[src/rtl/sbs_pkg.sv]
package sbs_pkg;
  localparam int LANE_W = 9;

  typedef struct packed {
    logic sel_n;
    logic sel_hi;
    logic sel_lo_n;
    logic cpu_n;
    logic ctl_n;
    logic adv_n;
    logic gw_n;
  } ctrl_t;

  localparam ctrl_t CTRL_IDLE = '{sel_n: 1'b1, sel_hi: 1'b0, sel_lo_n: 1'b1,
                                  cpu_n: 1'b1, ctl_n: 1'b1, adv_n: 1'b1, gw_n: 1'b1};

  function automatic logic [1:0] burst_low(input logic [1:0] base, input logic [1:0] cnt,
                                           input logic ilv);
    return ilv ? (base ^ cnt) : (base + cnt);
  endfunction
endpackage

[src/rtl/sbs_in_reg.sv]
module sbs_in_reg import sbs_pkg::*; #(
  parameter int ADDR_W = 6,
  parameter int LANES  = 2
) (
  input  logic                      clk_i,
  input  logic                      rst_ni,
  input  ctrl_t                     ctrl_i,
  input  logic [LANES-1:0]          bw_ni,
  input  logic [ADDR_W-1:0]         addr_i,
  input  logic [LANES*LANE_W-1:0]   data_i,
  output ctrl_t                     ctrl_o,
  output logic [LANES-1:0]          bw_no,
  output logic [ADDR_W-1:0]         addr_o,
  output logic [LANES*LANE_W-1:0]   data_o
);
  always_ff @(posedge clk_i or negedge rst_ni) begin
    if (!rst_ni) begin
      ctrl_o <= CTRL_IDLE;
      bw_no  <= '1;
      addr_o <= '0;
      data_o <= '0;
    end else begin
      ctrl_o <= ctrl_i;
      bw_no  <= bw_ni;
      addr_o <= addr_i;
      data_o <= data_i;
    end
  end
endmodule

[src/rtl/sbs_burst_ctl.sv]
module sbs_burst_ctl import sbs_pkg::*; #(
  parameter int ADDR_W = 6
) (
  input  logic              clk_i,
  input  logic              rst_ni,
  input  ctrl_t             ctrl_i,
  input  logic              wr_req_i,
  input  logic [ADDR_W-1:0] addr_i,
  input  logic              ilv_i,
  output logic [ADDR_W-1:0] acc_addr_o,
  output logic              acc_valid_o,
  output logic              acc_wr_o
);
  logic              sel, start_p, start_c, start;
  logic [1:0]        cnt_q, cnt_d;
  logic [ADDR_W-1:0] base_q, base_d;
  logic              act_q, act_d, wr;

  assign sel     = !ctrl_i.sel_n && ctrl_i.sel_hi && !ctrl_i.sel_lo_n;
  assign start_p = !ctrl_i.cpu_n && !ctrl_i.sel_n;   // gated by primary select
  assign start_c = !ctrl_i.ctl_n && !start_p;
  assign start   = start_p || start_c;

  always_comb begin
    if (start) begin
      cnt_d  = '0;
      base_d = addr_i;
      act_d  = sel;
      wr     = start_c && wr_req_i;  // processor start is always a read
    end else begin
      cnt_d  = cnt_q + {1'b0, !ctrl_i.adv_n};
      base_d = base_q;
      act_d  = act_q;
      wr     = wr_req_i;
    end
  end

  assign acc_addr_o  = {base_d[ADDR_W-1:2], burst_low(base_d[1:0], cnt_d, ilv_i)};
  assign acc_valid_o = act_d;
  assign acc_wr_o    = act_d && wr;

  always_ff @(posedge clk_i or negedge rst_ni) begin
    if (!rst_ni) begin
      cnt_q  <= '0;
      base_q <= '0;
      act_q  <= 1'b0;
    end else begin
      cnt_q  <= cnt_d;
      base_q <= base_d;
      act_q  <= act_d;
    end
  end

  AST_HOLD_NO_ADV: assert property (@(posedge clk_i) disable iff (!rst_ni)
    (!start && ctrl_i.adv_n) |=> $stable(cnt_q)) else $error("counter moved");
  AST_START_LOADS: assert property (@(posedge clk_i) disable iff (!rst_ni)
    start |=> (cnt_q == 2'd0 && base_q == $past(addr_i))) else $error("start load");
  AST_CPU_READS: assert property (@(posedge clk_i) disable iff (!rst_ni)
    start_p |-> !acc_wr_o) else $error("cpu start wrote");
endmodule

[src/rtl/sbs_array.sv]
module sbs_array import sbs_pkg::*; #(
  parameter int ADDR_W = 6,
  parameter int LANES  = 2
) (
  input  logic                    clk_i,
  input  logic                    rst_ni,
  input  logic                    we_i,
  input  logic                    re_i,
  input  logic [ADDR_W-1:0]       addr_i,
  input  logic [LANES-1:0]        lane_we_i,
  input  logic [LANES*LANE_W-1:0] wdata_i,
  output logic [LANES*LANE_W-1:0] rdata_o
);
  localparam int DEPTH = 1 << ADDR_W;

  for (genvar l = 0; l < LANES; l++) begin : g_lane
    logic [LANE_W-1:0] mem [DEPTH];
    logic [LANE_W-1:0] q;

    always_ff @(posedge clk_i) begin
      if (we_i && lane_we_i[l]) mem[addr_i] <= wdata_i[l*LANE_W +: LANE_W];
      if (re_i) q <= mem[addr_i];
    end
    assign rdata_o[l*LANE_W +: LANE_W] = q;

    AST_LANE_STORE: assert property (@(posedge clk_i) disable iff (!rst_ni)
      (we_i && lane_we_i[l]) |=> mem[$past(addr_i)] == $past(wdata_i[l*LANE_W +: LANE_W]))
      else $error("lane store");
  end
endmodule

[src/rtl/sync_burst_sram.sv]
module sync_burst_sram import sbs_pkg::*; #(
  parameter int ADDR_W = 6,
  parameter int LANES  = 2
) (
  input  logic                    clk_i,
  input  logic                    rst_ni,
  input  logic [ADDR_W-1:0]       addr_i,
  input  logic [LANES*LANE_W-1:0] data_i,
  input  logic                    sel_ni,
  input  logic                    sel_hi_i,
  input  logic                    sel_lo_ni,
  input  logic                    strobe_cpu_ni,
  input  logic                    strobe_ctl_ni,
  input  logic                    advance_ni,
  input  logic                    gw_ni,
  input  logic [LANES-1:0]        bw_ni,
  input  logic                    burst_ilv_i,
  input  logic                    oe_ni,
  output logic [LANES*LANE_W-1:0] dq_o,
  output logic                    dq_drv_o
);
  localparam int DATA_W = LANES * LANE_W;

  ctrl_t              ctrl_in, r_ctrl;
  logic [LANES-1:0]   r_bw_n, lane_we;
  logic [ADDR_W-1:0]  r_addr, acc_addr;
  logic [DATA_W-1:0]  r_data, rdata;
  logic               wr_req, acc_valid, acc_wr, drv_q;

  assign ctrl_in = '{sel_n: sel_ni, sel_hi: sel_hi_i, sel_lo_n: sel_lo_ni,
                     cpu_n: strobe_cpu_ni, ctl_n: strobe_ctl_ni,
                     adv_n: advance_ni, gw_n: gw_ni};

  sbs_in_reg #(.ADDR_W(ADDR_W), .LANES(LANES)) u_in_reg (
    .clk_i, .rst_ni, .ctrl_i(ctrl_in), .bw_ni, .addr_i, .data_i,
    .ctrl_o(r_ctrl), .bw_no(r_bw_n), .addr_o(r_addr), .data_o(r_data)
  );

  assign wr_req  = !r_ctrl.gw_n || !(&r_bw_n);
  assign lane_we = r_ctrl.gw_n ? ~r_bw_n : '1;   // global write overrides lanes

  sbs_burst_ctl #(.ADDR_W(ADDR_W)) u_burst (
    .clk_i, .rst_ni, .ctrl_i(r_ctrl), .wr_req_i(wr_req), .addr_i(r_addr),
    .ilv_i(burst_ilv_i), .acc_addr_o(acc_addr), .acc_valid_o(acc_valid), .acc_wr_o(acc_wr)
  );

  sbs_array #(.ADDR_W(ADDR_W), .LANES(LANES)) u_array (
    .clk_i, .rst_ni, .we_i(acc_wr), .re_i(acc_valid && !acc_wr), .addr_i(acc_addr),
    .lane_we_i(lane_we), .wdata_i(r_data), .rdata_o(rdata)
  );

  always_ff @(posedge clk_i or negedge rst_ni) begin
    if (!rst_ni) drv_q <= 1'b0;
    else         drv_q <= acc_valid && !acc_wr;
  end

  assign dq_drv_o = drv_q && !oe_ni;
  assign dq_o     = dq_drv_o ? rdata : '0;

  AST_OE_GATES: assert property (@(posedge clk_i) disable iff (!rst_ni)
    oe_ni |-> !dq_drv_o) else $error("drive without oe");
  AST_DESEL_FLOAT: assert property (@(posedge clk_i) disable iff (!rst_ni)
    !acc_valid |=> !dq_drv_o) else $error("bus held after deselect");
  AST_WRITE_QUIET: assert property (@(posedge clk_i) disable iff (!rst_ni)
    acc_wr |=> !dq_drv_o) else $error("bus driven on write");
endmodule

[config.mk]
export PLATFORM = sky130hd
export DESIGN_NAME = sync_burst_sram
export DESIGN_NICKNAME = d
export VERILOG_FILES = /design/src/rtl/sbs_pkg.sv /design/src/rtl/sbs_in_reg.sv /design/src/rtl/sbs_burst_ctl.sv /design/src/rtl/sbs_array.sv /design/src/rtl/sync_burst_sram.sv
export SDC_FILE = /design/constraint.sdc
export NUM_CORES = 1
export LEC_CHECK = 0
export CORE_ASPECT_RATIO = 0.5
export CORE_MARGIN = 2
export CORE_UTILIZATION = 60
export CTS_CLUSTER_DIAMETER = 30
export CTS_CLUSTER_SIZE = 28
export DETAILED_ROUTE_END_ITERATION = 10
export PLACE_DENSITY_LB_ADDON = 0.1
export SLEW_MARGIN = 40
export SYNTH_ARGS = -nofsm -noshare
export SYNTH_HDL_FRONTEND = slang
export SYNTH_HIERARCHICAL = 1
export SYNTH_SLANG_ARGS = --single-unit
[constraint.sdc]
create_clock -name clk_i -period 9.7 [get_ports clk_i]
set_clock_uncertainty 0.2 [all_clocks]
set_input_delay 1.94 -clock clk_i [delete_from_list [all_inputs] [get_ports clk_i]]
set_output_delay 1.94 -clock clk_i [all_outputs]
set_load 0.005 [all_outputs]
# ---- Yosys cells after proc, flatten, opt, wreduce, memory -nomap -nowiden
# Memory sizes are Yosys's and may differ from the RTL's. A register that Yosys moved wholly into a read port is not among the register bits.
# Index checks and enable logic that the tools add are counted.
dict set report word_totals {
  ramBits 1152
  input_bits 37
  memories 2
  reg_bits 43
  wordCells 54
}
# memory depth word_bits rd rd_clocked_by_memory_dff wr line_no
set mem_list {}
lappend mem_list {{u_array.g_lane[0].mem} 64 9 1 1 1 sbs_array.sv:17} ;# logic [LANE_W-1:0] mem [DEPTH];
lappend mem_list {{u_array.g_lane[1].mem} 64 9 1 1 1 sbs_array.sv:17}
dict set report classes {
  reduce_logical 23
  n_addsub 2
  bitwise_logic 2
  n_mux 11
}
# op count
set ops {}
lappend ops {{two-way mux 18 bit} 1}
lappend ops {{logical AND 1 bit} 10}
lappend ops {{zero test 1 bit} 10}
lappend ops {{two-way mux 1 bit} 6}
lappend ops {{two-way mux 2 bit} 3}
lappend ops {{two-way mux 6 bit} 1}
lappend ops {{adder 2 x 1 -> 2 bit} 1}
lappend ops {{adder 2 bit} 1}
lappend ops {{logical OR 1 bit} 2}
lappend ops {{NOT 2 bit} 1}
lappend ops {{AND reduction 2 bit} 1}
lappend ops {{XOR 2 bit} 1}

# ---- Logic depth before layout (Yosys ltp)
dict set report logic_depth {
  ltp_word 10
  depth_mapped 17
}

# ---- Modules after synthesis
# The synthesis kept the hierarchy.
# mod area_each_um2 seq_area_each_um2 cells_each n_inst
set by_module_without_submodules {}
lappend by_module_without_submodules {sbs_array 45031.9 35133.7 2587 1}
lappend by_module_without_submodules {sbs_in_reg 835.8 835.8 33 1}
lappend by_module_without_submodules {sbs_burst_ctl 455.4 225.2 44 1}
lappend by_module_without_submodules {sync_burst_sram 226.5 25.0 26 1}

# ---- Worst setup path after synthesis
# OpenSTA, ideal clock, no wires.
dict set report synth_path {
  kind {in2reg}
  from {in burst_ilv_i}
  to {mem u_array.g_lane[0].mem[0][0], enable pin}
  required_ps 9126
  setup_slack_ps 5072
  path_stages 9
  arrival_time_ps 4054
  cell_sequence {nand2b_1 xnor3_1 buf_6 nor2_1 buf_2 buf_2 buf_1 nand2_1 nor2_1}
}
dict set report synth_between {
  elab_chain_len 1
}
# element line_no
set synth_lines {}
lappend synth_lines {{start: declaration} sync_burst_sram.sv:17} ;# input logic burst_ilv_i,
lappend synth_lines {{two-way mux 2 bit} sbs_pkg.sv:19} ;# return ilv ? (base ^ cnt) : (base + cnt);
lappend synth_lines {{named net acc_addr[1]} sync_burst_sram.sv:26} ;# logic [ADDR_W-1:0] r_addr, acc_addr;
lappend synth_lines {{end: declaration} sbs_array.sv:17}
# The timed path passes the listed nets, and every way through them passes these cells.

# ---- Final worst setup path
dict set report layout_path {
  from {in burst_ilv_i}
  to {mem u_array.g_lane[0].mem[27][5], enable pin}
}
# The elaborated chain is that of the path after synthesis.

==> results_dict.tcl <==
set metrics [dict create \
    stdcell_area_mm2 0.0531 \
    power.leakage_nw 16.7 \
    synthArstFlopShare_pct 3.54 \
    cp-end-kind "flop" \
    grt_overflow 0 \
    crit_type "input pin to flop" \
    yosysTopAreaCellShare_pct 75.5 \
    die_area_mm2 0.0800 \
    syn_inst 2690 \
    hold_violations 0 \
    tightest_slew_ns 1.09 \
    rsz0062_at_grt "false" \
    yosysUniqueCellTypes 66 \
    place_congestion 0.916 \
    synth_edf_count 1170 \
    yosysSeqAreaShare_pct 77.8 \
    period_share_pct 61.1 \
    core-area_mm2 0.0770 \
    synthTopCellsByCount "edfxtp_1 (1170), nor2_1 (220), a22oi_1 (180)" \
    tns_ns 0 \
    via_per_inst 7.18 \
    final_cells 3901 \
    fin_ws_ns 3.78 \
    grt_pass1_vias 26900 \
    preCtsSetupSlack_ns 3.13 \
    worstPathRequired_ns 9.83 \
    layout-drive-gt1-share_pct 20.0 \
    slew_viol_final 0 \
    synth_nets 2729 \
    cts.sinks 1213 \
    tritoncts "built" \
    critPathLaunchType "input pin" \
    syn2layout_area_growth_pct 14.1 \
    first_iter_violations 4422 \
    htree_levels 4 \
    status "complete, no violations" \
    synthesis.area_mm2 0.0465 \
    max-vdd-ir-drop_v 0.000151 \
    io_pins 56 \
    n_fill_cell 4968 \
    wl_per_cell_um 35.0 \
    ctsHoldBuffers 0 \
    startpoint "burst_ilv_i" \
    die_h_um 201 \
    yosys_warnings 6 \
    hp-class "flop to flop" \
    cap_viol_max_count 0 \
    hp-start "u_in_reg/addr_o[5]$_DFF_PN0_" \
    port_buffers 55 \
    grtUsageTotal_pct 34.4 \
    clk_pin_slew_worst_paths_ns 0.06 \
    synth_area_leaders "edfxtp_1 (75%), a221oi_1 (3.3%), a22oi_1 (2.9%)" \
    drt_wl_total_um 136000 \
    yosys_register_bits 1213 \
    drc 0 \
    yosysMostFrequentCell "edfxtp_1" \
    fmax_ghz 0.169 \
    relSlewSlack_pct 26.9 \
    worstSkewPairLatency_ns 0.72 \
    nNetsFinal 2796 \
    timing.rr.start "u_in_reg/ctrl_o[6]$_DFF_PN1_" \
    synthFlopType "edfxtp_1" \
    die_w_um 398 \
    cts_setup_buffers 0 \
    start_util_pct 60.4 \
    powerDensity_mw_per_mm2 235 \
    ant_nets 0 \
    grt_max_degree 93 \
    period_minus_slack_ns 5.92 \
    place_inst 3649 \
    vias 28000 \
    drt_first_pass_iters 6 \
    cts_root_buf "clkbuf_16" \
    clockBufferDepth 3 \
    synth.avg_cell_area_um2 17.3 \
    grt_pass1_wl_um 196000 \
    crit_fanout 37 \
    numCtsBuffers 141 \
    setup_violations 0 \
    yosysTopAreaCell "edfxtp_1" \
    rows 72 \
    antenna_found_initial 9 \
    post_cts_resized 0 \
    cp_data_arrival_time_ns 6.06 \
    dpl_cell_area_mm2 0.0483 \
    hpwl_um 79200 \
]
-- per-layer routing --
layer  global-route usage [%]  wire length [um]  vias up
met5                        0                21        -
met4                     11.7              5080        4
met2                     49.5             59800     2331
met1                     50.1             50900    14100
li1                         -                 -    11200
met3                     11.0             20500      345
-- flip-flops by register name (all words and copies together) (netlist names) --
name and count:
u_array/g_lane.mem 1152, u_array/g_lane.q 18, u_in_reg/data_o 18, u_in_reg/ctrl_o 7, u_burst/base_q 6, u_in_reg/addr_o 6
u_burst/cnt_q 2, u_in_reg/bw_no 2, drv_q 1, u_burst/act_q 1
-- placed cells by master (no fill, tap or decap), types with 63 or more instances in the layout --
cell,synthesis,routed
o21ai_0,80,80
nor2_2,0,104
a22oi_1,180,180
nor2_1,220,113
a21oi_1,64,64
nand2_1,72,69
edfxtp_1,1170,1170
mux2i_1,63,63
a221oi_1,178,178
buf_4,23,64
mux2_2,67,67
clkbuf_16,0,143
-- path summary, 6_finish.rpt --
check / slack, ns / end / depth (start not counted)
min in group asynchronous: 1.17 / u_burst/cnt_q[0]$_DFF_PN0_ / 2
worst max register to register: 4.00 / u_array/g_lane[0].mem[27][5]$_DFFE_PP_ / 10
max in group asynchronous: 7.52 / u_in_reg/data_o[16]$_DFF_PN0_ / 2
worst max-delay path: 3.78 / u_array/g_lane[0].mem[27][5]$_DFFE_PP_ / 7
worst min-delay path: 0.28 / u_burst/base_q[5]$_DFF_PN0_ / 2
worst min register to register: 0.28 / u_burst/base_q[5]$_DFF_PN0_ / 2
-- where the power goes --
group	total, W	internal (W)	switching [W]
sequential	0.00580	0.00578	0.0000262
combinational	0.00138	0.000406	0.000975
clock	0.00530	0.00312	0.00218
-- through the flow --
stage | utilization [%] | hold slack, ns | power (W)
finish | 68.9 | 0.279 | 0.0125
floorplan | - | 0.235 | 0.00669
CTS | 68.8 | 0.282 | 0.0125
global placement | 62.4 | 0.254 | 0.00721
detailed placement | 62.7 | 0.259 | 0.00724
global route | 68.9 | 0.304 | 0.0128
-- critical path, cell delays in order --
cell and delay (ns):
clkdlybuf4s50_1 0.40, nand2b_1 0.15, xnor3_4 0.70, buf_4 0.59, and2_4 0.61, nand2_1 0.71, nor2_1 0.87
-- cells by family (layout without fill, tap and decap cells) --
family,Yosys count,after routing,synth area share (%)
other,0,4,0
adders and majority gates,2,2,0.0537
buffers and inverters,207,378,2.23
muxes,168,168,4.77
xor gates and xnor gates,2,2,0.0672
AOI/OAI and AO/OA,695,695,11.1
and+or+nand+nor,403,403,3.94
DFF,1213,1213,77.8
-- cell type report --
type	count	area (um^2)	share of cell area, %
multi-input combinational	1270	9680	18.2
tap	1036	1300	2.44
clock buffer	149	3610	6.80
sequential	1213	36300	68.3
timing repair buffer	126	1180	2.22
antenna	4	10.0	0.0189
inverter	5	20.0	0.0377
clock inverter	98	1050	1.97
Power figures use the tool's default switching activity.
